`src/rtl/lcd_tg_pkg.sv`:
```
package lcd_tg_pkg;
  // Counter widths: horizontal must hold the longest line, vertical the tallest frame
  localparam int HCW   = 11;
  localparam int VCW   = 10;
  localparam int CODEW = 3;

  // Raw timing set chosen by a resolution code
  typedef struct packed {
    logic           valid;
    logic [HCW-1:0] h_act;
    logic [HCW-1:0] h_fp;
    logic [HCW-1:0] h_bp;
    logic [VCW-1:0] v_act;
    logic [VCW-1:0] v_fp;
    logic [VCW-1:0] v_bp;
  } tg_mode_t;

  // Captured configuration with precomputed boundaries
  typedef struct packed {
    logic           run;
    logic           err;
    logic [HCW-1:0] h_act;
    logic [HCW-1:0] h_sync;
    logic [HCW-1:0] h_last;
    logic [VCW-1:0] v_act;
    logic [VCW-1:0] v_sync;
    logic [VCW-1:0] v_last;
  } tg_cfg_t;

  function automatic tg_mode_t mk_mode(input int ha, input int hf, input int hb,
                                       input int va, input int vf, input int vb);
    tg_mode_t m;
    m.valid = 1'b1;
    m.h_act = HCW'(ha);
    m.h_fp  = HCW'(hf);
    m.h_bp  = HCW'(hb);
    m.v_act = VCW'(va);
    m.v_fp  = VCW'(vf);
    m.v_bp  = VCW'(vb);
    return m;
  endfunction
endpackage

```
`src/rtl/lcd_tg_mode_dec.sv`:
```
module lcd_tg_mode_dec
  import lcd_tg_pkg::*;
(
  input  logic [CODEW-1:0] code,
  output tg_mode_t         mode
);
  // Codes 2 and 3 carry no timing set and decode as invalid
  always_comb begin
    mode = '0;
    case (code)
      3'd7:       mode = mk_mode(800, 40, 216, 480, 10, 35);
      3'd6:       mode = mk_mode(640, 24, 136, 480, 18, 27);
      3'd5, 3'd1: mode = mk_mode(480,  2,  43, 272,  2, 12);
      3'd4:       mode = mk_mode(480,  2,  43, 640,  4,  8);
      3'd0:       mode = mk_mode(400, 20, 108, 240,  2, 20);
      default:    mode = '0;
    endcase
  end
endmodule

```
`src/rtl/lcd_tg_cfg_reg.sv`:
```
module lcd_tg_cfg_reg
  import lcd_tg_pkg::*;
(
  input  logic             clk,
  input  logic             rst_n,
  input  logic [CODEW-1:0] code,
  input  logic             standby,
  input  logic             load,
  output tg_cfg_t          cfg_q
);
  tg_mode_t mode;
  tg_cfg_t  cfg_d;

  lcd_tg_mode_dec u_dec (
    .code (code),
    .mode (mode)
  );

  // Next configuration: boundaries derived once so the counters only compare
  always_comb begin
    cfg_d = '0;
    cfg_d.err = !mode.valid;
    if (mode.valid) begin
      cfg_d.run    = !standby;
      cfg_d.h_act  = mode.h_act;
      cfg_d.h_sync = mode.h_act + mode.h_fp;
      cfg_d.h_last = mode.h_act + mode.h_fp + mode.h_bp;
      cfg_d.v_act  = mode.v_act;
      cfg_d.v_sync = mode.v_act + mode.v_fp;
      cfg_d.v_last = mode.v_act + mode.v_fp + mode.v_bp;
    end
  end

  always_ff @(posedge clk or negedge rst_n) begin
    if (!rst_n) begin
      cfg_q <= '0;
    end else if (load) begin
      cfg_q <= cfg_d;
    end
  end
endmodule

```
`src/rtl/lcd_tg_counter.sv`:
```
module lcd_tg_counter
  import lcd_tg_pkg::*;
(
  input  logic           clk,
  input  logic           rst_n,
  input  logic           run,
  input  logic [HCW-1:0] h_last,
  input  logic [VCW-1:0] v_last,
  output logic [HCW-1:0] h_q,
  output logic [VCW-1:0] v_q,
  output logic           frame_end
);
  logic [HCW-1:0] h_d;
  logic [VCW-1:0] v_d;
  logic           line_end;

  always_comb begin
    line_end  = (h_q == h_last);
    frame_end = run && line_end && (v_q == v_last);
    h_d = h_q;
    v_d = v_q;
    if (!run) begin
      h_d = '0;
      v_d = '0;
    end else if (line_end) begin
      h_d = '0;
      v_d = (v_q == v_last) ? '0 : v_q + 1'b1;
    end else begin
      h_d = h_q + 1'b1;
    end
  end

  always_ff @(posedge clk or negedge rst_n) begin
    if (!rst_n) begin
      h_q <= '0;
      v_q <= '0;
    end else begin
      h_q <= h_d;
      v_q <= v_d;
    end
  end


  blank_hold_chk: assert property (@(posedge clk) disable iff (!rst_n)
    !run |-> (h_q == '0 && v_q == '0));
endmodule

```
`src/rtl/lcd_tg_decode.sv`:
```
module lcd_tg_decode
  import lcd_tg_pkg::*;
(
  input  tg_cfg_t        cfg,
  input  logic [HCW-1:0] h,
  input  logic [VCW-1:0] v,
  output logic           hsync_n,
  output logic           vsync_n,
  output logic           de,
  output logic [HCW-1:0] px_x,
  output logic [VCW-1:0] px_y,
  output logic           mode_err
);
  always_comb begin
    de       = cfg.run && (h < cfg.h_act) && (v < cfg.v_act);
    hsync_n  = !(cfg.run && (h == cfg.h_sync));
    vsync_n  = !(cfg.run && (v == cfg.v_sync));
    px_x     = de ? h : '0;
    px_y     = de ? v : '0;
    mode_err = cfg.err;
  end
endmodule

```
`src/rtl/lcd_timing_gen.sv`:
```
module lcd_timing_gen
  import lcd_tg_pkg::*;
(
  input  logic             clk,
  input  logic             rst_n,
  input  logic [CODEW-1:0] mode_code,
  input  logic             standby,
  output logic             hsync_n,
  output logic             vsync_n,
  output logic             de,
  output logic [HCW-1:0]   px_x,
  output logic [VCW-1:0]   px_y,
  output logic             mode_err
);
  logic [1:0]     rst_sr;
  logic           rst_s;
  logic           load;
  logic           frame_end;
  tg_cfg_t        cfg;
  logic [HCW-1:0] h_cnt;
  logic [VCW-1:0] v_cnt;

  // Reset asserts at once and releases on the second clock edge
  always_ff @(posedge clk or negedge rst_n) begin
    if (!rst_n) begin
      rst_sr <= '0;
    end else begin
      rst_sr <= {rst_sr[0], 1'b1};
    end
  end
  assign rst_s = rst_sr[1];

  // Capture only when idle or on the last clock of a frame
  assign load = !cfg.run || frame_end;

  lcd_tg_cfg_reg u_cfg (
    .clk     (clk),
    .rst_n   (rst_s),
    .code    (mode_code),
    .standby (standby),
    .load    (load),
    .cfg_q   (cfg)
  );

  lcd_tg_counter u_cnt (
    .clk       (clk),
    .rst_n     (rst_s),
    .run       (cfg.run),
    .h_last    (cfg.h_last),
    .v_last    (cfg.v_last),
    .h_q       (h_cnt),
    .v_q       (v_cnt),
    .frame_end (frame_end)
  );

  lcd_tg_decode u_dec (
    .cfg      (cfg),
    .h        (h_cnt),
    .v        (v_cnt),
    .hsync_n  (hsync_n),
    .vsync_n  (vsync_n),
    .de       (de),
    .px_x     (px_x),
    .px_y     (px_y),
    .mode_err (mode_err)
  );


  hsync_one_clk_chk: assert property (@(posedge clk) disable iff (!rst_s)
    !hsync_n |=> hsync_n);


  vsync_line_start_chk: assert property (@(posedge clk) disable iff (!rst_s)
    $fell(vsync_n) |-> (h_cnt == '0));


  illegal_blank_chk: assert property (@(posedge clk) disable iff (!rst_s)
    mode_err |-> (!de && hsync_n && vsync_n));


  de_origin_chk: assert property (@(posedge clk) disable iff (!rst_s)
    $rose(de) |-> (px_x == '0));


  frame_hold_chk: assert property (@(posedge clk) disable iff (!rst_s)
    (cfg.run && !frame_end) |=> (cfg.run && $stable(cfg)));
endmodule

```
`config.mk`:
```
export PLATFORM = sky130hd
export DESIGN_NAME = lcd_timing_gen
export DESIGN_NICKNAME = d
export VERILOG_FILES = /design/src/rtl/lcd_tg_pkg.sv /design/src/rtl/lcd_tg_mode_dec.sv /design/src/rtl/lcd_tg_cfg_reg.sv /design/src/rtl/lcd_tg_counter.sv /design/src/rtl/lcd_tg_decode.sv /design/src/rtl/lcd_timing_gen.sv
export SDC_FILE = /design/constraint.sdc
export NUM_CORES = 1
export LEC_CHECK = 0
export ABC_AREA = 1
export BUFFER_PORTS_ARGS = -buffer_cell sky130_fd_sc_hd__clkbuf_2
export CORE_UTILIZATION = 25
export CTS_BUF_LIST = sky130_fd_sc_hd__clkbuf_4 sky130_fd_sc_hd__clkbuf_8
export CTS_CLUSTER_DIAMETER = 40
export DETAILED_ROUTE_END_ITERATION = 16
export PLACE_DENSITY_LB_ADDON = 0.05
export SYNTH_ARGS = -nofsm -noshare
export SYNTH_HDL_FRONTEND = slang
export SYNTH_HIERARCHICAL = 1
export SYNTH_SLANG_ARGS = --single-unit
```
`constraint.sdc`:
```
create_clock -name clk -period 2.94 [get_ports clk]
set_input_delay 0.441 -clock clk [delete_from_list [all_inputs] [get_ports clk]]
set_output_delay 0.441 -clock clk [all_outputs]
set_load 0.05 [all_outputs]
```
==> metrics.txt, run 1 <==
status completed; core footprint 0.0288 mm2; hpwl dp 17.9 mm; Hold Path Depth 2; critical path endpoint category output port; grt ovf 0; ys flop type dfrtp_1; Clock Latency Late Sink 0.39 ns; register area share after synthesis 0.300; Cell Count, Final, Fillers Out 1501; Comb pwr share 0.294; pwr dens 343 mW/mm2; Critical Path Max Stage Delay 0.42 ns; vias post-DR 6209; Mapped Cells 985; crit path cell chain inv_1 -> ha_1 -> nand2_1 -> nand2_1 -> nor2_1 -> nand3_1 -> nor2_2 -> nand3_4 -> buf_12 -> nor2_4 -> clkbuf_2; Total GRT Usage 0.153; DR vias/cell 4.14; Syn. warnings 6; DRC 0; IO Port Bufs 30; gp weighted congestion 0.785; slowest CP cell dfrtp_1; Tcrit/Tclk final 0.934; Area growth syn-to-layout 21.2%; clk sinks ~90; Reg2Reg Depth 15; Mapped Area 0.00734 mm2; initial antenna violation count 0; setup tns final 0 ns; RSZ-0062 raised after global routing no; largest net degree at the start of global routing 50; CTS tree yes; Layout Nets 1181; Pint ~2000 uW; first-pass GRT wire length 35.5 mm; Leak 0.00465 uW; Multi-input gate area 0.00423 mm2; Die W 173 um; Worst Path Max Fanout 9; DR pass1 iterations 4; Total Wirelength roughly 22 mm; Clk pin slew, worst setup/hold paths 0.09 ns; P_sw 1010 uW; layout cell share with drive strength beyond 1 0.218; synthesized area per cell 7.45 um2; row count 62; maxcap violations 0; Rel. slew slack 0.612; Synth Register Bits 88; post-layout min period 2.75 ns; count of final hold-check violations 0; VDD IR max 0.167 mV; Hold WC Path Type in -> reg; fillcell total 3110; Pwr Total between 3000 and 4000 uW; routed len/inst 14.7 um; Async SR Flop Fraction 1.00; clock skew 0.0207 ns; maximum clock rate 364 MHz; Clock power frac 0.305; H-tree depth 3; IO Pins 31; most frequent CP cell nand2_1; post-route antenna net violation count 0; startpoint types register; die height about 170 um; DR iter-0 viols 304; Num CTS Buffers 9; worst-margin pin slew around 0.58 ns; Placed Cells about 1500; vias in the first global route 6121; Synth cell types 43; die area roughly 0.03 mm2; Setup-failing EPs final 0; sw frac 0.330; sequential share of power 0.401; root buffer cell clkbuf_8; Reg area 0.00221 mm2; final max-slew violation count 0; EDFF count, synth 0; CTS max path bufs 2; CP Data Arrival Time approximately 2.3 ns; # diodes 0; Initial Utilization 0.255; CP Class reg -> out; CP required approximately 2.5 ns
-- path summary, 6_finish.rpt --
path,start,to,slack (ns)
max,u_cfg/cfg_q[29]$_DFFE_PN0P_,px_y[2],0.19
min,standby,u_cfg/cfg_q[64]$_DFFE_PN0P_,0.28
max reg2reg,u_cnt/v_q[1]$_DFFE_PN0P_,u_cfg/cfg_q[49]$_DFFE_PN0P_,0.58
min reg2reg,rst_sr[1]$_DFF_PN0_,u_cnt/v_q[8]$_DFFE_PN0P_,0.33
max in group asynchronous,rst_sr[1]$_DFF_PN0_,u_cfg/cfg_q[58]$_DFFE_PN0P_,1.92
min in group asynchronous,rst_sr[1]$_DFF_PN0_,u_cnt/v_q[8]$_DFFE_PN0P_,0.33
-- synth_stat cells (4+ instances only) --
cell type  count  area, um2
xor2_1        24        210
o21bai_1       4       30.0
nor2_1        55        206
clkbuf_1       7       26.3
inv_2          5       18.8
buf_6          6       67.6
buf_4         49        368
nor2_2        25        156
nand2_2        8       50.1
nor3_2         4       40.0
xnor2_1       17        149
nand3_1       36        180
nand3_2       15        150
inv_1        146        548
a31oi_1        6       37.5
nand4_1       21        131
ha_1          59        738
fa_1           4       80.1
nor3_1         9       45.0
a22o_1        33        289
nor2_4         4       45.0
dfrtp_1       88       2200
nand2_1      257        965
a21o_1         7       52.6
o21ai_0       34        170
a21oi_1       33        165
-- worst max-delay path: cells and delay by family, from the launching register on --
family | cells | cell delay [ns]
flip-flops | 1 | 0.42
buffers and inverters | 3 | 0.52
AND/OR/NAND/NOR | 7 | 0.69
adder cells (fa/ha/maj) | 1 | 0.30
-- repair_timing --
action                                  in CTS  in global routing
pin swaps                                    1                  0
endpoints found under the hold margin        2                  0
buffers inserted                             2                  1
endpoints found under the setup margin      16                 25
cloned                                       0                  0
gates resized for setup                      9                 17
hold buffers                                 1                  0
-- metrics by stage --
stage	utilization	setup WS (ns)	hold WS [ns]	instance area, um2
2_1_floorplan	-	0.0806	0.145	7450
3_3_place_gp	0.299	-0.211	0.227	8590
3_5_place_dp	0.299	-0.167	0.230	8590
4_1_cts	0.308	0.0760	0.257	8870
5_1_grt	0.309	0.000745	0.277	8900
6_report	0.309	0.193	0.282	8900
-- registers in the layout, indices dropped and copies added, names as in the netlist --
register     count
u_cnt/h_q       11
u_cnt/v_q       10
rst_sr           2
u_cfg/cfg_q     65
-- area by class of cell --
type | count | share of cell area
flip-flops and latches | 88 | 0.248
clock buffers | 10 | 0.0148
clock inverters | 6 | 0.00872
inverters | 152 | 0.0644
well taps | 384 | 0.0540
multi-input cells | 708 | 0.475
repair buffers | 153 | 0.135
-- cells by family after synthesis --
| group | Yosys count | share of synthesized area |
|---|---|---|
| AOI/OAI and AO/OA | 134 | 0.120 |
| xor gates and xnor gates | 41 | 0.0489 |
| adders and majority gates | 63 | 0.111 |
| buffers and inverters | 216 | 0.142 |
| DFF | 88 | 0.300 |
| other | 2 | 0.00102 |
| and+or+nand+nor | 441 | 0.276 |
-- power groups by stage --
stage / clock network (uW) / logic, uW / registers [uW]
after CTS: 979 / 886 / 1220
after global routing: 1020 / 1020 / 1230
after floorplan: 0 / 526 / 1250
final: 930 / 896 / 1220
after detailed placement: 0 / 880 / 1250
after global placement: 0 / 891 / 1250
-- placed cells by master (no fill, tap or decap), types with 29 or more instances in the layout --
master	instances
nand2_1	257
nand3_1	36
a21oi_1	33
o21ai_0	33
ha_1	58
buf_4	119
dfrtp_1	87
a22o_1	33
nor2_1	53
conb_1	29
inv_1	146
-- per-layer routing --
metal	track usage	vias to the layer above	share of wire
li1	-	3355	-
met1	0.237	2812	0.57
met2	0.226	36	0.41
met3	0.0140	6	0.011
met4	0.0332	0	0.0055
met5	0	-	0
(Power assumes the default switching activity.)
==> run 2: changes to the inputs <==
--- a/config.mk
+++ b/config.mk
@@ -7,7 +7,8 @@
 export LEC_CHECK = 0
 export ABC_AREA = 1
 export BUFFER_PORTS_ARGS = -buffer_cell sky130_fd_sc_hd__clkbuf_2
-export CORE_UTILIZATION = 25
+export CORE_ASPECT_RATIO = 0.5
+export CORE_UTILIZATION = 40
 export CTS_BUF_LIST = sky130_fd_sc_hd__clkbuf_4 sky130_fd_sc_hd__clkbuf_8
 export CTS_CLUSTER_DIAMETER = 40
 export DETAILED_ROUTE_END_ITERATION = 16
==> metrics.txt, run 2 (same netlist as run 1, synthesis figures left out) <==
status completed; initial antenna violation count 0; vias in the first global route ~6200; Worst Path Max Fanout 14; count of final hold-check violations 0; Worst Slack Setup Final 0.195 ns; final max-slew violation count 0; CP Class reg -> out; Cell Count, Final, Fillers Out 1301; vias post-DR 6282; gp weighted congestion 0.914; Rel. slew slack 0.565; worst-margin pin slew between 0.6 and 0.7 ns; root buffer cell clkbuf_8; Worst Path Buf+Inv 3; H-tree depth 3; fin util 0.469; post-layout min period 2.75 ns; Comb pwr share 0.276; routed wl met3 roughly 620 um; Clk pin slew, worst setup/hold paths approximately 0.090 ns; Total Wirelength 19.3 mm; most common cell after layout, fill and taps aside nand2_1; r2r startpoint u_cnt/v_q[3]$_DFFE_PN0P_; DR vias/cell 4.83; Layout Nets 1131; largest net degree at the start of global routing 64; sw frac 0.324; most frequent cells in the layout nand2_1, inv_1, dfrtp_1, buf_4, ha_1; IO Pins 31; clk sinks 88; first-pass GRT wire length 32.3 mm; hpwl dp between 10 and 15 mm; crit path cell chain ha_1 -> nand2_1 -> inv_1 -> a21oi_1 -> nand2_2 -> nand2_1 -> nand3_2 -> buf_4 -> nor2_2 -> buf_2; CP Data Arrival Time 2.30 ns; critical hold path startpoint standby; fillcell total 1815; Reg area 0.00221 mm2; sequential share of power 0.425; FF-to-FF setup slack between 0.5 and 0.6 ns; DR iter-0 viols 287; Pint 1950 uW; most frequent CP cell nand2_1; layout cell share with drive strength beyond 1 0.187; Num CTS Buffers 9; DRC 0; Area growth syn-to-layout 12.7%; DR pass1 iterations 5; Setup-failing EPs final 0; row count 34; grt ovf 0; FF-to-FF End u_cfg/cfg_q[49]$_DFFE_PN0P_; Leak 0.00438 uW; # diodes 0; CP required 2.50 ns; critical path endpoint category output port; setup tns final 0 ns; clock skew ~0.014 ns; core footprint between 0.015 and 0.02 mm2; VDD IR max about 0.18 mV; Metal-1 WL 10.1 mm; CP top delay family buffers and inverters; P_sw 934 uW; IO Port Bufs 30; Hold WC Path Type in -> reg; Top Layer Used met4; largest registers u_cfg/cfg_q: 65 flops, u_cnt/h_q: 11 flops, u_cnt/v_q: 10 flops; startpoint types register; maximum clock rate between 300 and 400 MHz; Clock power frac 0.300; Critical Path Max Stage Delay 0.44 ns; routed len/inst between 10 and 15 um; slowest CP cell dfrtp_1; Place WS -0.185 ns; Clock Latency Late Sink 0.38 ns; pwr dens around 350 mW/mm2; WHS Endpoint u_cfg/cfg_q[64]$_DFFE_PN0P_; Hold Path Depth 2; post-route antenna net violation count 0; Reg with most FFs u_cfg/cfg_q; die area 0.0189 mm2; CTS tree yes; Die W between 150 and 200 um; Multi-input gate area 0.00423 mm2; die height 97.8 um; Initial Utilization 0.416; Largest register FFs 65; maxcap violations 0; Placed Cells ~1300; Reg2Reg Depth 15; met2 WL post-DR 8.47 mm; CTS max path bufs 2; Tcrit/Tclk final 0.934; final hold slack ~0.26 ns; Total GRT Usage 0.219
==> run 2: per-stage QoR <==
| step | power [uW] | cell area [um2] |
|---|---|---|
| global route | 3070 | 8280 |
| CTS | 2890 | 8210 |
| finish | 2880 | 8280 |
| floorplan | 1780 | 7450 |
| detailed placement | 2010 | 8010 |
| global placement | 2010 | 8010 |
==> run 2: worst max-delay path by stage <==
stage | from | to | cells after the start
detailed placement | mode_code[2] | u_cfg/cfg_q[39]$_DFFE_PN0P_ | 16
global placement | mode_code[2] | u_cfg/cfg_q[40]$_DFFE_PN0P_ | 20
finish | u_cnt/v_q[5]$_DFFE_PN0P_ | px_x[9] | 10
floorplan | mode_code[1] | u_cfg/cfg_q[39]$_DFFE_PN0P_ | 18
CTS | u_cnt/v_q[2]$_DFFE_PN0P_ | px_y[9] | 10
global route | u_cnt/v_q[7]$_DFFE_PN0P_ | px_x[10] | 10
==> run 2: power groups by stage <==
stage | Clock, uW | Combinational (uW) | Sequential [uW]
final | 864 | 795 | 1220
after global routing | 947 | 899 | 1230
after CTS | 901 | 764 | 1230
after detailed placement | 0 | 758 | 1250
after global placement | 0 | 757 | 1250
after floorplan | 0 | 526 | 1250
==> run 2: what timing repair did <==
| item | 4_1_cts | 5_1_grt |
|---|---|---|
| hold buffers | 1 | 0 |
| endpoints found under the hold margin | 2 | 0 |
| cloned | 0 | 0 |
| pin swaps | 0 | 1 |
| endpoints found under the setup margin | 7 | 25 |
| gates resized for setup | 1 | 34 |
| setup buffers | 0 | 2 |
==> run 2: area by class of cell <==
type,instances,area share
inverters,152,0.0692
multi-input cells,708,0.511
clock inverters,6,0.00726
flip-flops and latches,88,0.267
clock buffers,10,0.0159
repair buffers,103,0.0940
well taps,234,0.0354
==> run 2: metal layers <==
metal,track usage,vias to the layer above
li1,-,3252
met1,0.311,2930
met2,0.355,90
met3,0.0387,10
met4,0.0326,0
met5,0,-
